**src/rtl/card_act_pkg.sv**
```systemverilog
package card_act_pkg;

  typedef enum logic [2:0] {
    ST_IDLE,
    ST_PWRUP,
    ST_CLKRUN,
    ST_ACTIVE,
    ST_DRST,
    ST_DCLK,
    ST_DIO,
    ST_DVCC
  } seq_state_e;

  localparam int unsigned TMR_W          = 16;
  localparam int unsigned ATR_EARLY_BASE = 200;

  localparam int unsigned FLT_HEAT     = 0;
  localparam int unsigned FLT_VCC_OC   = 1;
  localparam int unsigned FLT_SUP_DROP = 2;
  localparam int unsigned FLT_DCDC_OC  = 3;
  localparam int unsigned FLT_N        = 4;

  function automatic logic [TMR_W-1:0] early_limit(input logic [TMR_W-1:0] ofs);
    return TMR_W'(ATR_EARLY_BASE) + ofs;
  endfunction

  function automatic logic fault_any(input logic present,
                                     input logic [FLT_N-1:0] flt,
                                     input logic auto_en);
    return !present | flt[FLT_HEAT] | flt[FLT_VCC_OC] | flt[FLT_DCDC_OC] |
           (flt[FLT_SUP_DROP] & auto_en);
  endfunction

  function automatic int unsigned max4(input int unsigned a, input int unsigned b,
                                       input int unsigned c, input int unsigned d);
    int unsigned m;
    m = a;
    if (b > m) m = b;
    if (c > m) m = c;
    if (d > m) m = d;
    return m;
  endfunction

endpackage

```
**src/rtl/card_clk_gen.sv**
```systemverilog
module card_clk_gen #(
  parameter int unsigned DIV = 6
) (
  input  logic clk,
  input  logic rst_n,
  input  logic run_i,
  output logic card_clk_o,
  output logic tick_o
);
  localparam int unsigned DW = (DIV > 2) ? $clog2(DIV) : 1;
  localparam logic [DW-1:0] LAST = DW'(DIV - 1);
  localparam logic [DW-1:0] HALF = DW'(DIV / 2);

  logic [DW-1:0] phase_q;

  always_ff @(posedge clk or negedge rst_n) begin
    if (!rst_n)              phase_q <= '0;
    else if (!run_i)         phase_q <= '0;
    else if (phase_q == LAST) phase_q <= '0;
    else                     phase_q <= phase_q + 1'b1;
  end

  assign card_clk_o = run_i && (phase_q >= HALF);
  assign tick_o     = run_i && (phase_q == LAST);
endmodule

```
**src/rtl/act_fsm.sv**
```systemverilog
module act_fsm
  import card_act_pkg::*;
#(
  parameter int unsigned PWR_WAIT = 542400,
  parameter int unsigned STEP_GAP = 27,
  parameter int unsigned N_ISO    = 400,
  parameter int unsigned N_EMV    = 40000
) (
  input  logic clk,
  input  logic rst_n,
  input  logic start_i,
  input  logic card_present_i,
  input  logic fault_any_i,
  input  logic emv_i,
  input  logic tick_i,
  output logic vcc_en_o,
  output logic clk_run_o,
  output logic rst_o,
  output logic io_low_o,
  output logic active_o,
  output logic hold_o,
  output logic atr_o,
  output logic clear_o
);
  localparam int unsigned CW = $clog2(max4(PWR_WAIT, STEP_GAP, N_ISO, N_EMV) + 1);
  localparam logic [CW-1:0] PW_LAST   = CW'(PWR_WAIT - 1);
  localparam logic [CW-1:0] GAP_LAST  = CW'(STEP_GAP - 1);
  localparam logic [CW-1:0] ISO_LAST  = CW'(N_ISO - 1);
  localparam logic [CW-1:0] EMV_LAST  = CW'(N_EMV - 1);

  seq_state_e    state_q;
  logic [CW-1:0] cnt_q;
  logic          start_q;
  logic          from_run_q;

  // named events used by the sequencer and visible to assertions
  logic          go;
  logic          abort;
  logic          gap_done;
  logic [CW-1:0] hold_last;

  assign go        = start_i && !start_q && card_present_i && !fault_any_i;
  assign abort     = !start_i || fault_any_i;
  assign gap_done  = (cnt_q == GAP_LAST);
  assign hold_last = emv_i ? EMV_LAST : ISO_LAST;

  always_ff @(posedge clk or negedge rst_n) begin
    if (!rst_n) begin
      state_q    <= ST_IDLE;
      cnt_q      <= '0;
      start_q    <= 1'b0;
      from_run_q <= 1'b0;
    end else begin
      start_q <= start_i;
      unique case (state_q)
        ST_IDLE: begin
          if (go) begin
            state_q    <= ST_PWRUP;
            cnt_q      <= '0;
            from_run_q <= 1'b0;
          end
        end
        ST_PWRUP: begin
          if (abort) begin
            state_q <= ST_DRST;
            cnt_q   <= '0;
          end else if (cnt_q == PW_LAST) begin
            state_q <= ST_CLKRUN;
            cnt_q   <= '0;
          end else begin
            cnt_q <= cnt_q + 1'b1;
          end
        end
        ST_CLKRUN: begin
          if (abort) begin
            state_q    <= ST_DRST;
            cnt_q      <= '0;
            from_run_q <= 1'b1;
          end else if (tick_i) begin
            if (cnt_q == hold_last) begin
              state_q <= ST_ACTIVE;
              cnt_q   <= '0;
            end else begin
              cnt_q <= cnt_q + 1'b1;
            end
          end
        end
        ST_ACTIVE: begin
          if (abort) begin
            state_q    <= ST_DRST;
            cnt_q      <= '0;
            from_run_q <= 1'b1;
          end
        end
        ST_DRST: begin
          if (gap_done) begin state_q <= ST_DCLK; cnt_q <= '0; end
          else cnt_q <= cnt_q + 1'b1;
        end
        ST_DCLK: begin
          if (gap_done) begin state_q <= ST_DIO; cnt_q <= '0; end
          else cnt_q <= cnt_q + 1'b1;
        end
        ST_DIO: begin
          if (gap_done) begin state_q <= ST_DVCC; cnt_q <= '0; end
          else cnt_q <= cnt_q + 1'b1;
        end
        ST_DVCC: begin
          if (gap_done) begin
            state_q    <= ST_IDLE;
            cnt_q      <= '0;
            from_run_q <= 1'b0;
          end else begin
            cnt_q <= cnt_q + 1'b1;
          end
        end
        default: begin
          state_q <= ST_IDLE;
          cnt_q   <= '0;
        end
      endcase
    end
  end

  always_comb begin
    vcc_en_o  = 1'b0;
    clk_run_o = 1'b0;
    rst_o     = 1'b0;
    io_low_o  = 1'b1;
    unique case (state_q)
      ST_IDLE:   ;
      ST_PWRUP:  vcc_en_o = 1'b1;
      ST_CLKRUN: begin vcc_en_o = 1'b1; clk_run_o = 1'b1; io_low_o = 1'b0; end
      ST_ACTIVE: begin vcc_en_o = 1'b1; clk_run_o = 1'b1; io_low_o = 1'b0; rst_o = 1'b1; end
      ST_DRST: begin
        vcc_en_o  = 1'b1;
        clk_run_o = from_run_q;
        io_low_o  = !from_run_q;
      end
      ST_DCLK: begin vcc_en_o = 1'b1; io_low_o = !from_run_q; end
      ST_DIO:    vcc_en_o = 1'b1;
      ST_DVCC:   ;
      default:   ;
    endcase
  end

  assign active_o = (state_q == ST_ACTIVE);
  assign hold_o   = (state_q == ST_CLKRUN);
  assign atr_o    = (state_q == ST_ACTIVE);
  assign clear_o  = (state_q == ST_IDLE) && go;
endmodule

```
**src/rtl/atr_mon.sv**
```systemverilog
module atr_mon
  import card_act_pkg::*;
(
  input  logic             clk,
  input  logic             rst_n,
  input  logic             clear_i,
  input  logic             hold_i,
  input  logic             atr_i,
  input  logic             tick_i,
  input  logic             io_i,
  input  logic [TMR_W-1:0] early_lim_i,
  input  logic [TMR_W-1:0] t1_i,
  input  logic [TMR_W-1:0] t3_i,
  output logic             early_o,
  output logic             mute_o
);
  logic             io_q;
  logic             atr_q;
  logic [TMR_W-1:0] cnt_q;
  logic             done_q;

  logic io_fall;
  logic release_ev;
  logic timing;

  assign io_fall    = io_q && !io_i;
  assign release_ev = atr_i && !atr_q;
  assign timing     = hold_i || atr_i;

  always_ff @(posedge clk or negedge rst_n) begin
    if (!rst_n) begin
      io_q  <= 1'b1;
      atr_q <= 1'b0;
      cnt_q <= '0;
    end else begin
      io_q  <= io_i;
      atr_q <= atr_i;
      if (clear_i || !timing || release_ev) cnt_q <= '0;
      else if (tick_i && (cnt_q != {TMR_W{1'b1}})) cnt_q <= cnt_q + 1'b1;
    end
  end

  always_ff @(posedge clk or negedge rst_n) begin
    if (!rst_n) begin
      early_o <= 1'b0;
      mute_o  <= 1'b0;
      done_q  <= 1'b0;
    end else if (clear_i) begin
      early_o <= 1'b0;
      mute_o  <= 1'b0;
      done_q  <= 1'b0;
    end else begin
      if (hold_i && !done_q) begin
        if (io_fall) begin
          early_o <= 1'b1;
          mute_o  <= 1'b1;
          done_q  <= 1'b1;
        end else if (cnt_q >= t3_i) begin
          mute_o <= 1'b1;
        end
      end
      if (atr_i && !release_ev && !done_q) begin
        if (io_fall) begin
          if (cnt_q < early_lim_i) early_o <= 1'b1;
          done_q <= 1'b1;
        end else if (cnt_q >= t1_i) begin
          mute_o <= 1'b1;
          done_q <= 1'b1;
        end
      end
    end
  end
endmodule

```
**src/rtl/card_act_seq.sv**
```systemverilog
module card_act_seq
  import card_act_pkg::*;
#(
  parameter int unsigned SYS_PER_CC = 6,
  parameter int unsigned PWR_WAIT   = 542400,
  parameter int unsigned STEP_GAP   = 27,
  parameter int unsigned N_ISO      = 400,
  parameter int unsigned N_EMV      = 40000,
  parameter int unsigned OFS_W      = 8
) (
  input  logic             clk,
  input  logic             rst_n,
  input  logic             start_i,
  input  logic             card_present_i,
  input  logic [3:0]       fault_i,
  input  logic             auto_deact_i,
  input  logic             emv_mode_i,
  input  logic [OFS_W-1:0] early_ofs_i,
  input  logic [15:0]      t1_lim_i,
  input  logic [15:0]      t3_lim_i,
  input  logic             io_i,
  output logic             vcc_en_o,
  output logic             card_clk_o,
  output logic             card_rst_o,
  output logic             io_low_o,
  output logic             active_o,
  output logic             early_o,
  output logic             mute_o
);
  logic clk_run;
  logic tick;
  logic hold;
  logic atr;
  logic clear;
  logic flt;
  logic [TMR_W-1:0] early_lim;

  assign flt       = fault_any(card_present_i, fault_i, auto_deact_i);
  assign early_lim = early_limit(TMR_W'(early_ofs_i));

  card_clk_gen #(.DIV(SYS_PER_CC)) u_clk (
    .clk        (clk),
    .rst_n      (rst_n),
    .run_i      (clk_run),
    .card_clk_o (card_clk_o),
    .tick_o     (tick)
  );

  act_fsm #(
    .PWR_WAIT (PWR_WAIT),
    .STEP_GAP (STEP_GAP),
    .N_ISO    (N_ISO),
    .N_EMV    (N_EMV)
  ) u_fsm (
    .clk            (clk),
    .rst_n          (rst_n),
    .start_i        (start_i),
    .card_present_i (card_present_i),
    .fault_any_i    (flt),
    .emv_i          (emv_mode_i),
    .tick_i         (tick),
    .vcc_en_o       (vcc_en_o),
    .clk_run_o      (clk_run),
    .rst_o          (card_rst_o),
    .io_low_o       (io_low_o),
    .active_o       (active_o),
    .hold_o         (hold),
    .atr_o          (atr),
    .clear_o        (clear)
  );

  atr_mon u_mon (
    .clk         (clk),
    .rst_n       (rst_n),
    .clear_i     (clear),
    .hold_i      (hold),
    .atr_i       (atr),
    .tick_i      (tick),
    .io_i        (io_i),
    .early_lim_i (early_lim),
    .t1_i        (t1_lim_i),
    .t3_i        (t3_lim_i),
    .early_o     (early_o),
    .mute_o      (mute_o)
  );
endmodule

```
**config.mk**
```make
export PLATFORM = sky130hd
export DESIGN_NAME = card_act_seq
export DESIGN_NICKNAME = d
export VERILOG_FILES = /design/src/rtl/card_act_pkg.sv /design/src/rtl/card_clk_gen.sv /design/src/rtl/act_fsm.sv /design/src/rtl/atr_mon.sv /design/src/rtl/card_act_seq.sv
export SDC_FILE = /design/constraint.sdc
export NUM_CORES = 1
export LEC_CHECK = 0
export ABC_AREA = 1
export BUFFER_PORTS_ARGS = -buffer_cell sky130_fd_sc_hd__buf_2
export CAP_MARGIN = 20
export CORE_UTILIZATION = 40
export CTS_CLUSTER_SIZE = 20
export DETAILED_ROUTE_END_ITERATION = 8
export GPL_TIMING_DRIVEN = 0
export MAX_ROUTING_LAYER = met4
export SYNTH_ARGS = -nofsm -noshare
export SYNTH_HDL_FRONTEND = slang
export SYNTH_SLANG_ARGS = --single-unit
```
**constraint.sdc**
```tcl
create_clock -name clk -period 1.49 [get_ports clk]
set_input_delay 0.298 -clock clk [delete_from_list [all_inputs] [get_ports clk]]
set_output_delay 0.298 -clock clk [all_outputs]
set_load 0.005 [all_outputs]
```
==> impl_metrics.env <==
export IMPL_outcome="finished with violations"
export IMPL_failed_checks="negative setup slack"
export IMPL_portBuffers=57
export IMPL_switching_power_mw=0.6637
export IMPL_fin_crit_ns=1.754
export IMPL_setup_viol=47
export IMPL_cpMostUsedCell="nand4_1"
export IMPL_drt_wl_total_mm=12.82
export IMPL_ys_ff_latch=49
export IMPL_rsz0062_at_grt="true"
export IMPL_core_um2=10320
export IMPL_syn_area_per_cell_um2=6.813
export IMPL_antenna_found_initial=0
export IMPL_fin_ws_ns=-0.2642
export IMPL_grtUsageTotal_pct=23.04
export IMPL_nets=845
export IMPL_fmaxAchievable_mhz=570.1
export IMPL_placed_area_um2=4795
export IMPL_synth_edf_count=0
export IMPL_yosys_area_top_type="dfrtp_1"
export IMPL_final_cell_mix="nand2_1, inv_1, buf_2"
export IMPL_worstPathArrival_ns=2.02
export IMPL_ys_warn_count=0
export IMPL_internal_power_mw=1.976
export IMPL_grt_start_max_net_pins=27
export IMPL_end_kind="flop"
export IMPL_overflow=0
export IMPL_dpl_hpwl_mm=8.353
export IMPL_synth_top_flop_cell="dfrtp_1"
export IMPL_drtIter0Drc=173
export IMPL_cts_tree="yes"
export IMPL_antenna_left=0
export IMPL_design_area_um2=6369
export IMPL_combPwrFrac_pct=11.6
export IMPL_fin_crit_sh_pct=117.7
export IMPL_drc=0
export IMPL_cts_clk_slew_worst_paths_ns=0.10
export IMPL_async_flop_share_pct=100.0
export IMPL_grt_pass1_wl_mm=19.74
export IMPL_cpMaxStageDelayCell="dfrtp_2"
export IMPL_max_vdd_ir_drop_mv=0.3095
export IMPL_netlist_area_um2=4252
export IMPL_ioPinCount=58
export IMPL_row_count=37
export IMPL_p_sw_share_pct=25.14
export IMPL_cts_root_buffer="clkbuf_8"
export IMPL_fp_dieW_um=105.1
export IMPL_dieArea_um2=11050
export IMPL_gp_congestion=0.9035
export IMPL_drt_vias_per_instance=5.181
export IMPL_yosysSeqAreaShare_pct=28.87
export IMPL_path_cells="ha_4 > nand4_1 > nor3_4 > nand3_2 > buf_4 > nand4_1 > nand3_1 > inv_1"
export IMPL_slew_headroom_pct=56.10
export IMPL_leakage_nw=3.149
export IMPL_cp_endpoint="u_mon.done_q$_DFF_PN0_"
export IMPL_total_power_mw=2.640
export IMPL_critPathMaxStageDelay_ns=0.48
export IMPL_first_pass_iters=4
export IMPL_yosysTopAreaCellShare_pct=28.25
export IMPL_netlist_instances=624
export IMPL_timing_rr_start="u_mon.cnt_q[8]$_DFFE_PN0P_"
export IMPL_finalHoldViolCount=0
export IMPL_cts_buffer_depth=2
export IMPL_drive_gt1_share_pct=41.07
export IMPL_cp_max_fo=5
export IMPL_htreeDepth=2
export IMPL_rrSetupSlack_ns=-0.26
export IMPL_reg2regPathDepth=8
export IMPL_antenna_cells=0
export IMPL_netlist_top_cells_area="dfrtp_1, nand2_1, ha_1"
export IMPL_critPathRequiredTime_ns=1.75
export IMPL_regToRegEndpoint="u_mon.done_q$_DFF_PN0_"
export IMPL_worst_pin_slew_ns=0.6586
export IMPL_synth_cell_types=42
export IMPL_dp_cells=818
export IMPL_worstSetupStartpoint="u_mon.cnt_q[8]$_DFFE_PN0P_"
export IMPL_worstSetupPathType="reg2reg"
export IMPL_wl_per_cell_um=14.47
export IMPL_hold_class="in2async"
export IMPL_area_delta_synth_final_pct=49.79
export IMPL_start_util_pct=41.18
export IMPL_cap_violations=0
export IMPL_syn_nets=720
export IMPL_timing_hold_ws_ns=0.006796
export IMPL_skew_ns=0.009213
export IMPL_dr_total_vias=4590
export IMPL_die_h_um=105.1
export IMPL_cts_sinks=49
export IMPL_tns_ns=-7.598
export IMPL_first_global_vias=4267
export IMPL_clk_latency_ns=0.31
export IMPL_report_final_slew_viol_count=0
export IMPL_p_per_area_nw_per_um2=414.6
export IMPL_final_common_cell="nand2_1"
export IMPL_p_clk_share_pct=37.9
export IMPL_seqPwrFrac_pct=50.6
export IMPL_instances_no_fill=886
export IMPL_start_kind="flop"
export IMPL_cts_buffers=5
## per-layer routing
metal	vias to the layer above	GRT usage [%]	routed length [µm]
met3	32	3.119	609
met2	140	41.67	6810
met5	-	-	0
li1	2260	-	-
met4	0	8.149	412
met1	2158	25.90	4990
## area by class of cell
cell class              count  area (µm²)
well taps                 136       170.2
plain buffers               5       70.07
clock inverters             3       46.29
multi-input cells         459        3445
clock buffers               5       68.82
fillers                   903        3955
repair buffers            117       842.1
flip-flops and latches     49        1256
repair inverters            1       11.26
inverters                 111       459.2
## power by group through the flow
stage                     Clock (mW)  Combinational [mW]  Sequential [mW]
after floorplan                    0               0.115             1.36
after global placement             0               0.233             1.36
after detailed placement           0               0.251             1.36
after CTS                       1.04               0.290             1.34
after global routing            1.09               0.351             1.34
final                           1.00               0.305             1.34
## cells by family after synthesis
group                    count (synthesis)  share of synthesized area, %
flip-flops                              49                         28.87
AO/OA/AOI/OAI                           74                         9.565
adder cells (fa/ha/maj)                 45                         13.24
buffers and inverters                  118                         11.24
AND/OR/NAND/NOR                        323                         33.99
XOR/XNOR                                15                         3.090
## critical path: cells and delay by family, from the launching register on
kind                     cells  cell delay [ns]
adder cells (fa/ha/maj)      1             0.28
flip-flops                   1             0.48
AND/OR/NAND/NOR              5             0.74
buffers and inverters        2             0.19
## per-stage QoR
| step | util [%] | setup slack (ns) |
|---|---|---|
| finish | 61.69 | -0.2642 |
| global route | 61.69 | -0.3471 |
| CTS | 54.48 | -0.1899 |
| detailed placement | 46.44 | -0.3998 |
| global placement | 46.25 | -0.3905 |
| floorplan | - | -0.1038 |
## synthesized netlist by cell type, types with 4 or more instances
master   number
ha_1         45
o21ai_1       4
nand3_1      33
dfrtp_1      48
xor2_1       11
xnor2_1       4
nor3_1       18
nand2_2       6
inv_1       105
o22ai_1       4
nand2_1     160
inv_2         5
o21ai_0      22
nand4_1      13
a21oi_1      31
nor2_1       74
## registers in the layout, indices dropped and copies added, names as in the netlist, 3 cells and up
signal,flops
u_mon.cnt_q,16
u_fsm.cnt_q,20
u_clk.phase_q,3
u_fsm.state_q,3
## what timing repair did
item                       in CTS  in global routing
setup endpoints to repair      46                 48
hold endpoints to repair        0                  0
gates cloned                    2                  3
hold buffers                    0                  0
gates resized for setup       112                119
buffers inserted               34                 25
pin swaps                      35                 27
## worst min-delay path by stage
stage	endpoint	slack [ns]	cells past startpoint
5_1_grt	u_fsm.cnt_q[6]$_DFFE_PN0P_	0.04	1
6_report	u_mon.cnt_q[6]$_DFFE_PN0P_	0.007	1
3_5_place_dp	u_mon.cnt_q[11]$_DFFE_PN0P_	0.38	1
3_3_place_gp	u_mon.io_q$_DFF_PN1_	0.41	1
4_1_cts	u_fsm.cnt_q[5]$_DFFE_PN0P_	0.02	1
2_1_floorplan	u_clk.phase_q[0]$_DFF_PN0_	0.002	0
No activity file was read; power rests on OpenSTA's default activity.
